`src/rtl/ppm_conv_pkg.sv`:
```
package ppm_conv_pkg;

  typedef enum logic [1:0] {
    ST_IDLE    = 2'd0,
    ST_COLLECT = 2'd1,
    ST_EMIT    = 2'd2
  } conv_state_t;

  // Delay in slots contributed by an address: each set bit i adds 2^i.
  function automatic int unsigned weighted_delay(input logic [31:0] bits,
                                                 input int unsigned width);
    int unsigned acc;
    acc = 0;
    for (int unsigned i = 0; i < 32; i++) begin
      if (i < width && bits[i]) acc += (32'd1 << i);
    end
    return acc;
  endfunction

  // Number of slots in one frame for a given address width.
  function automatic int unsigned frame_slots(input int unsigned width);
    return 32'd1 << width;
  endfunction

endpackage

```
`src/rtl/hdr_shift_in.sv`:
```
module hdr_shift_in #(
  parameter int unsigned W = 5
) (
  input  logic         clk,
  input  logic         rst_n,
  input  logic         take_bit,
  input  logic         ser_bit,
  output logic [W-1:0] word_next,
  output logic         last_bit
);
  localparam int unsigned CNT_W = (W > 1) ? $clog2(W) : 1;
  localparam logic [CNT_W-1:0] LAST_CNT = CNT_W'(W - 1);

  logic [W-1:0]     sh_q;
  logic [CNT_W-1:0] cnt_q;

  // Bits enter at the top and move down, so the first bit ends in bit 0.
  generate
    if (W == 1) begin : g_single
      assign word_next = ser_bit;
    end else begin : g_multi
      assign word_next = {ser_bit, sh_q[W-1:1]};
    end
  endgenerate

  assign last_bit = take_bit && (cnt_q == LAST_CNT);

  always_ff @(posedge clk) begin
    if (!rst_n) begin
      sh_q  <= '0;
      cnt_q <= '0;
    end else if (take_bit) begin
      sh_q  <= word_next;
      cnt_q <= last_bit ? '0 : cnt_q + 1'b1;
    end
  end
endmodule

```
`src/rtl/ppm_slot_timer.sv`:
```
module ppm_slot_timer #(
  parameter int unsigned W = 5
) (
  input  logic         clk,
  input  logic         rst_n,
  input  logic         start,
  output logic         running,
  output logic [W-1:0] slot,
  output logic         frame_first,
  output logic         frame_last
);
  localparam logic [W-1:0] SLOT_MAX = {W{1'b1}};

  logic         run_q;
  logic [W-1:0] slot_q;

  assign running     = run_q;
  assign slot        = slot_q;
  assign frame_first = run_q && (slot_q == '0);
  assign frame_last  = run_q && (slot_q == SLOT_MAX);

  always_ff @(posedge clk) begin
    if (!rst_n) begin
      run_q  <= 1'b0;
      slot_q <= '0;
    end else if (start) begin
      run_q  <= 1'b1;
      slot_q <= '0;
    end else if (run_q) begin
      if (slot_q == SLOT_MAX) begin
        run_q  <= 1'b0;
        slot_q <= '0;
      end else begin
        slot_q <= slot_q + 1'b1;
      end
    end
  end
endmodule

```
`src/rtl/ppm_pulse_gen.sv`:
```
module ppm_pulse_gen #(
  parameter int unsigned W = 5
) (
  input  logic         running,
  input  logic [W-1:0] slot,
  input  logic [W-1:0] addr,
  output logic         pulse
);
  import ppm_conv_pkg::*;

  logic [W-1:0] target_slot;

  assign target_slot = W'(weighted_delay(32'(addr), W));
  assign pulse       = running && (slot == target_slot);
endmodule

```
`src/rtl/ppm_addr_encoder.sv`:
```
module ppm_addr_encoder #(
  parameter int unsigned ADDR_W = 5
) (
  input  logic              clk,
  input  logic              rst_n,
  input  logic              hdr_start,
  input  logic              ser_bit,
  output logic [ADDR_W-1:0] addr_word,
  output logic              frame_start,
  output logic [ADDR_W-1:0] slot_idx,
  output logic              ppm_pulse,
  output logic              busy
);
  import ppm_conv_pkg::*;

  conv_state_t       st_q, st_d;
  logic [ADDR_W-1:0] addr_q;
  logic [ADDR_W-1:0] word_next_w;

  // Named internal events, used by the bound checker.
  logic accept_w;
  logic take_bit_w;
  logic last_bit_w;
  logic running_w;
  logic frame_first_w;
  logic frame_last_w;

  assign accept_w   = (st_q == ST_IDLE) && hdr_start;
  assign take_bit_w = accept_w || (st_q == ST_COLLECT);

  hdr_shift_in #(.W(ADDR_W)) u_shift (
    .clk       (clk),
    .rst_n     (rst_n),
    .take_bit  (take_bit_w),
    .ser_bit   (ser_bit),
    .word_next (word_next_w),
    .last_bit  (last_bit_w)
  );

  ppm_slot_timer #(.W(ADDR_W)) u_timer (
    .clk         (clk),
    .rst_n       (rst_n),
    .start       (last_bit_w),
    .running     (running_w),
    .slot        (slot_idx),
    .frame_first (frame_first_w),
    .frame_last  (frame_last_w)
  );

  ppm_pulse_gen #(.W(ADDR_W)) u_pulse (
    .running (running_w),
    .slot    (slot_idx),
    .addr    (addr_q),
    .pulse   (ppm_pulse)
  );

  always_comb begin
    st_d = st_q;
    unique case (st_q)
      ST_IDLE:    if (accept_w) st_d = last_bit_w ? ST_EMIT : ST_COLLECT;
      ST_COLLECT: if (last_bit_w) st_d = ST_EMIT;
      ST_EMIT:    if (frame_last_w) st_d = ST_IDLE;
      default:    st_d = ST_IDLE;
    endcase
  end

  always_ff @(posedge clk) begin
    if (!rst_n) begin
      st_q   <= ST_IDLE;
      addr_q <= '0;
    end else begin
      st_q <= st_d;
      if (last_bit_w) addr_q <= word_next_w;
    end
  end

  assign addr_word   = addr_q;
  assign frame_start = frame_first_w;
  assign busy        = (st_q != ST_IDLE);
endmodule

```
`config.mk`:
```
export PLATFORM = sky130hd
export DESIGN_NAME = ppm_addr_encoder
export DESIGN_NICKNAME = d
export VERILOG_FILES = /design/src/rtl/ppm_conv_pkg.sv /design/src/rtl/hdr_shift_in.sv /design/src/rtl/ppm_slot_timer.sv /design/src/rtl/ppm_pulse_gen.sv /design/src/rtl/ppm_addr_encoder.sv
export SDC_FILE = /design/constraint.sdc
export NUM_CORES = 1
export LEC_CHECK = 0
export BUFFER_PORTS_ARGS = -buffer_cell sky130_fd_sc_hd__buf_2
export CORE_ASPECT_RATIO = 0.8
export CORE_UTILIZATION = 53
export CTS_CLUSTER_DIAMETER = 50
export CTS_CLUSTER_SIZE = 14
export DETAILED_ROUTE_END_ITERATION = 7
export HOLD_SLACK_MARGIN = 0.02
export PLACE_DENSITY_LB_ADDON = 0.25
export SYNTH_ARGS = -nofsm -noshare
export SYNTH_HDL_FRONTEND = slang
export SYNTH_SLANG_ARGS = --single-unit
```
`constraint.sdc`:
```
create_clock -name clk -period 1.8 [get_ports clk]
set_input_delay 0.18 -clock clk [delete_from_list [all_inputs] [get_ports clk]]
set_output_delay 0.18 -clock clk [all_outputs]
set_load 0.02 [all_outputs]
```
* Word-level counts from Yosys, hierarchy flattened
Cells that the tools add are included.
Widths: inputs -> output; s select.
** Word-level totals
- Register bits :: 21
- Latch bits :: 0
- Memory bits (writable) :: 0
- ROM bits :: 0
- Bits of input ports :: 4
- Output and inout bits :: 13
- Logic and storage cells :: 47
- Memories kept :: 0
** Operators by class
- $add $sub $neg :: 6
- Multiply operators :: 0
- Div/mod/pow operators :: 0
- $lt $le $gt $ge :: 0
- Equal/unequal tests :: 8
- Shift operators :: 0
- Muxes and demuxes :: 15
- Bitwise operators :: 1
- Reductions and logical operators :: 11
** Operators by type and width (count)
- $mux 5 :: 5
- $mux 2 :: 4
- $ne 2x2->1 const B :: 3
- $pmux 2 s3 :: 1
- $add 5x1->5 const B :: 1
- $add 5x3->5 const B :: 1
- $add 5x4->5 const B :: 1
- $add 5x5->5 const B :: 1
- $eq 5x5->1 :: 1
- $eq 5x5->1 const B :: 1
- $logic_and 1x1->1 :: 5
- $logic_not 5->1 :: 1
- $mux 1 :: 4
- $add 1x2->3 const B :: 1
- $add 3x1->3 const B :: 1
- $eq 3x3->1 const B :: 1
- $mux 3 :: 1
- $reduce_and 3->1 :: 1
- $eq 2x1->1 const B :: 1
- $eq 2x2->1 const B :: 1
- $logic_not 2->1 :: 1
- $reduce_bool 2->1 :: 1
- $reduce_or 2->1 :: 1
- $logic_or 1x1->1 :: 1
- $not 1->1 :: 1

* Depth between registers and ports, before layout
- Depth in word-level cells :: 11
- Depth in mapped cells :: 6

* Hierarchy
From an unflattened synthesis, not the netlist that was laid out.
** Unflattened totals
- Cells, all modules :: 100
- Area, all modules :: 1001.0 um2
** Modules (own cells, without submodules)
- hdr_shift_in :: instances 1, cells an instance 32, area each 330.3 um2, sequential area each 140.1 um2
- ppm_slot_timer :: instances 1, cells an instance 36, area each 320.3 um2, sequential area each 120.1 um2
- ppm_addr_encoder :: instances 1, cells an instance 25, area each 294.0 um2, sequential area each 140.1 um2
- ppm_pulse_gen :: instances 1, cells an instance 7, area each 56.3 um2, sequential area each 0.0 um2

* Worst setup path before layout
Ideal clock, no wire load.
- Path type :: flip-flop to flip-flop
- From :: reg u_timer.slot_q[0] (netlist: u_timer.slot[0])
- To :: reg u_timer.slot_q[3] (netlist: u_timer.slot[3])
- Setup time :: 74 ps
- Arrival :: 1722 ps
- Required time :: 1726 ps
- Slack :: 4 ps
- Stages on the path, launching flop included :: 7
- Path buffers :: 0
- Path through :: dfxtp_1 -> ha_1 -> and3_1 -> ha_1 -> and2b_1 -> or3b_1 -> a31oi_1
** On the way
- Cells in the longest elaborated chain, start to end :: 2
- Elaborated cells on any way between the ends :: 3
** RTL lines
- start, declared :: line ppm_slot_timer.sv:15 : logic [W-1:0] slot_q;
- start signal, assigned :: line ppm_slot_timer.sv:34 : slot_q <= slot_q + 1'b1;
- $add 5x1->5 / $eq 5x5->1 (equally long branches) :: line ppm_slot_timer.sv:34, ppm_slot_timer.sv:30
- $mux 5 (*) :: line ppm_slot_timer.sv:30 : if (slot_q == SLOT_MAX) begin
Every way passes the cells marked *; elsewhere a longest branch is shown, timed or not.
A chain may end at the register's enable or synchronous reset.

* Worst setup path after layout
Same ends and word-level chain as after synthesis.

==> impl_metrics.csv <==
group,metric,value,unit
status,status,"completed",
power_and_ir_drop,worst_ir_drop_vdd,0.7665,mV
finish,diodes,0,
cts,cell_chosen_for_the_clock_root,"sky130_fd_sc_hd__clkbuf_4",
finish,mostFrequentLayoutCell,"sky130_fd_sc_hd__dfxtp_1",
drt,drt-total-wl,1.912,mm
cts,tritoncts,"yes",
cts,htree_num_levels,1,
yosys,synth_cell_type_count,31,
finish,area_growth_syn_to_layout,17.98,%
global_route,groute.usage.overall,21.75,%
drt,dr.max_layer_used,"met4",
die,die_area,1946,um2
min_path,hold_path_class,"input pin to flip-flop",
drt,dr_wl_met2,878,um
global_route,grt_pass1_vias,668,
sta,final_layout_setup_total_negative_slack,0,ns
sta,finalWorstPathRequiredPeriod,1.727,ns
setup_path,critPathBufInv,0,
place,place_congestion,0.7527,
sta,final-setup-viol-count,0,
die,top_level_ports,17,
yosys,post_synthesis_cell_area,939.7,um2
setup_path,worst_path_max_stage_delay,0.34,ns
power_and_ir_drop,reported_leakage_power,0.4965,nW
global_route,globalRoute.totalOverflow,0,
die,die_width,49.08,um
global_route,pin_count_of_the_biggest_net_entering_global_routing,17,
sta,max_freq,578.9,MHz
sta,finalHoldViolCount,0,
drt,m1WireLength,931,um
drt,via_count,787,
sta,grt_setup_unrepaired,"no",
sta,timing.max_slew.rel_slack,59.73,%
cts,post-cts-setup-buffer-count,0,
setup_path,critical_path.endpoint_type,"flip-flop",
drt,initialDrtViolationCount,20,
drt,vias_per_instance,5.178,
die,std_cell_rows,13,
drt,route.detailed.drc,0,
sta,post-route-period-util,95.96,%
cts,cts_num_sinks,20,
die,initial_standard_cell_utilization_of_the_core,57.20,%
cts,ctsResizeCount,0,
setup_path,crit_path_cell_trace,"ha_1 > and3_1 > ha_1 > and2b_1 > or3b_1 > a31oi_1",
place,numPortBuffers,16,
setup_path,timing.critical_path.required,2.03,ns
sta,worst_clock_skew,0.006782,ns
finish,layout_common_cells,"sky130_fd_sc_hd__dfxtp_1 (20), sky130_fd_sc_hd__buf_2 (16), sky130_fd_sc_hd__nand2_1 (13), sky130_fd_sc_hd__a21oi_1 (13), sky130_fd_sc_hd__nor2_1 (8)",
cts,worst_skew_pair.late_latency,0.31,ns
cts,max-clock-path-buffers,2,
setup_path,worst-endpoint-arrival,1.96,ns
global_route,number_of_antenna_violations_at_the_first_check_in_global_routing,0,
die,chipHeight,39.66,um
drt,ant_nets,0,
sta,worst_tran_pin_value,0.6037,ns
sta,timing_max_transition_violations_final,0,
yosys,yosysWarnings,0,
yosys,synth_seq_cells,20,
yosys,post_synth_inst_count,109,
die,core-area,1643,um2
place,place_hpwl,1.406,mm
cts,cts_made_buffers,3,
setup_path,critical_path.slowest_cell,"sky130_fd_sc_hd__or3b_1",
setup_path,critical_path.max_fanout,3,
global_route,grt_pass1_wl,2.967,mm
setup_path,criticalPathCategory,"flip-flop to flip-flop",
finish,layout.filler_cells,144,
setup_path,critical_path.startpoint_type,"flip-flop",
cts,holdBufCountCts,0,
setup_path,crit_path_frequent_cell,"sky130_fd_sc_hd__ha_1",
power_and_ir_drop,power.density_cell_area,831.7,nW/um2
finish,finish.net_count,140,
drt,routed_wl_per_cell,12.58,um
cts,cts.clk_slew.worst_paths,0.12,ns
job,max_cap_violations,0,
yosys,post_synth.cell_area_avg,8.621,um2
finish,post-route-util,67.48,%
finish,drive_above_1_share,21.54,%
drt,detailroute.wirelength.met3,68,um
yosys,mappedNetlistNets,118,
yosys,ys_seq_area_share,42.61,%
drt,drtPass1Iterations,4,
setup_path,critPathTopFamily,"simple AND/OR/NAND/NOR gates",
-- Yosys cell counts --
| library cell | count | share of area [%] |
|---|---|---|
| sky130_fd_sc_hd__a211oi_1 | 1 | 0.80 |
| sky130_fd_sc_hd__a21oi_1 | 13 | 6.9 |
| sky130_fd_sc_hd__a31oi_1 | 1 | 0.67 |
| sky130_fd_sc_hd__and2_1 | 1 | 0.67 |
| sky130_fd_sc_hd__and2b_1 | 1 | 0.80 |
| sky130_fd_sc_hd__and3_1 | 2 | 1.3 |
| sky130_fd_sc_hd__and4b_1 | 1 | 1.1 |
| sky130_fd_sc_hd__buf_2 | 2 | 1.1 |
| sky130_fd_sc_hd__buf_6 | 1 | 1.2 |
| sky130_fd_sc_hd__clkinv_1 | 1 | 0.40 |
| sky130_fd_sc_hd__dfxtp_1 | 20 | 43 |
| sky130_fd_sc_hd__ha_1 | 5 | 6.7 |
| sky130_fd_sc_hd__inv_1 | 6 | 2.4 |
| sky130_fd_sc_hd__mux2i_1 | 3 | 3.2 |
| sky130_fd_sc_hd__nand2_1 | 13 | 5.2 |
| sky130_fd_sc_hd__nand2b_1 | 1 | 0.67 |
| sky130_fd_sc_hd__nand3_1 | 6 | 3.2 |
| sky130_fd_sc_hd__nand3b_1 | 1 | 0.80 |
| sky130_fd_sc_hd__nor2_1 | 8 | 3.2 |
| sky130_fd_sc_hd__nor4_1 | 1 | 0.67 |
| sky130_fd_sc_hd__nor4bb_1 | 1 | 1.1 |
| sky130_fd_sc_hd__o21a_1 | 2 | 1.6 |
| sky130_fd_sc_hd__o21ai_0 | 7 | 3.7 |
| sky130_fd_sc_hd__o21ai_2 | 1 | 0.93 |
| sky130_fd_sc_hd__o21ba_2 | 1 | 1.1 |
| sky130_fd_sc_hd__o21bai_2 | 1 | 1.2 |
| sky130_fd_sc_hd__or2_2 | 1 | 0.67 |
| sky130_fd_sc_hd__or3_1 | 1 | 0.67 |
| sky130_fd_sc_hd__or3b_1 | 1 | 0.93 |
| sky130_fd_sc_hd__xnor2_1 | 1 | 0.93 |
| sky130_fd_sc_hd__xor2_1 | 4 | 3.7 |
-- tightest hold or removal path, delay by kind of cell --
| family | cells | cell delay, ns |
|---|---|---|
| buffers and inverters | 1 | 0.11 |
| AND/OR/NAND/NOR | 1 | 0.05 |
| AO/OA/AOI/OAI | 1 | 0.05 |
-- metal layers --
layer | GRT usage, % | vias up
met3 | 6.977 | 5
met1 | 25.87 | 354
li1 | - | 416
met4 | 11.03 | 0
met2 | 35.96 | 12
met5 | 0 | -
-- final timing paths --
check / endpoint / slack (ns) / from / cells after the start
hold / removal: u_shift.sh_q[4] / 0.12 / ser_bit / 3
hold reg to reg: u_shift.sh_q[4] / 0.49 / u_shift.sh_q[4] / 2
setup / recovery: u_timer.slot[3] / 0.07 / u_timer.slot[0] / 6
setup reg to reg: u_timer.slot[3] / 0.07 / u_timer.slot[0] / 6
-- report_power, final --
part	internal [W]	switching, W
clock	0.000225	0.000142
sequential	0.000457	0.0000141
combinational	0.0000307	0.0000525
-- registers in the layout, indices dropped and copies added, names as in the netlist --
register         count
u_timer.running      1
u_timer.slot         5
u_shift.sh_q         4
st_q                 2
u_shift.cnt_q        3
addr_word            5
-- final cells by class --
cell class / count / area (um2) / area share (%)
clock buffer: 3 / 22.52 / 2.032
clock inverter: 1 / 30.03 / 2.709
inverter: 7 / 26.28 / 2.370
multi-input combinational: 79 / 491.7 / 44.36
sequential: 20 / 400.4 / 36.12
tap: 22 / 27.53 / 2.483
timing repair buffer: 20 / 110.1 / 9.932
-- per-stage QoR --
| step | hold WS, ns | cell area, um2 | power [W] | instances | setup WS (ns) |
|---|---|---|---|---|---|
| 2_1_floorplan | 0.2975 | 939.7 | 0.0005406 | 109 | 0.003985 |
| 3_3_place_gp | 0.4430 | 1056 | 0.0005612 | 148 | 0.1840 |
| 3_5_place_dp | 0.4527 | 1056 | 0.0005648 | 148 | 0.09810 |
| 4_1_cts | 0.1074 | 1109 | 0.0009318 | 152 | 0.06204 |
| 5_1_grt | 0.1125 | 1109 | 0.0009633 | 152 | 0.01488 |
| 6_report | 0.1159 | 1109 | 0.0009220 | 152 | 0.07269 |
-- cells by family (layout without fill, tap and decap cells) --
kind of cell / count (synthesis) / count (layout) / share of synthesized area [%]
simple gates: 39 / 39 / 20.91
mux: 3 / 3 / 3.196
fa+ha+maj: 5 / 5 / 6.658
flops: 20 / 20 / 42.61
compound gates: 27 / 27 / 16.91
buf+inv: 10 / 31 / 5.059
xor+xnor: 5 / 5 / 4.660
No activity file was read; power rests on OpenSTA's default activity.
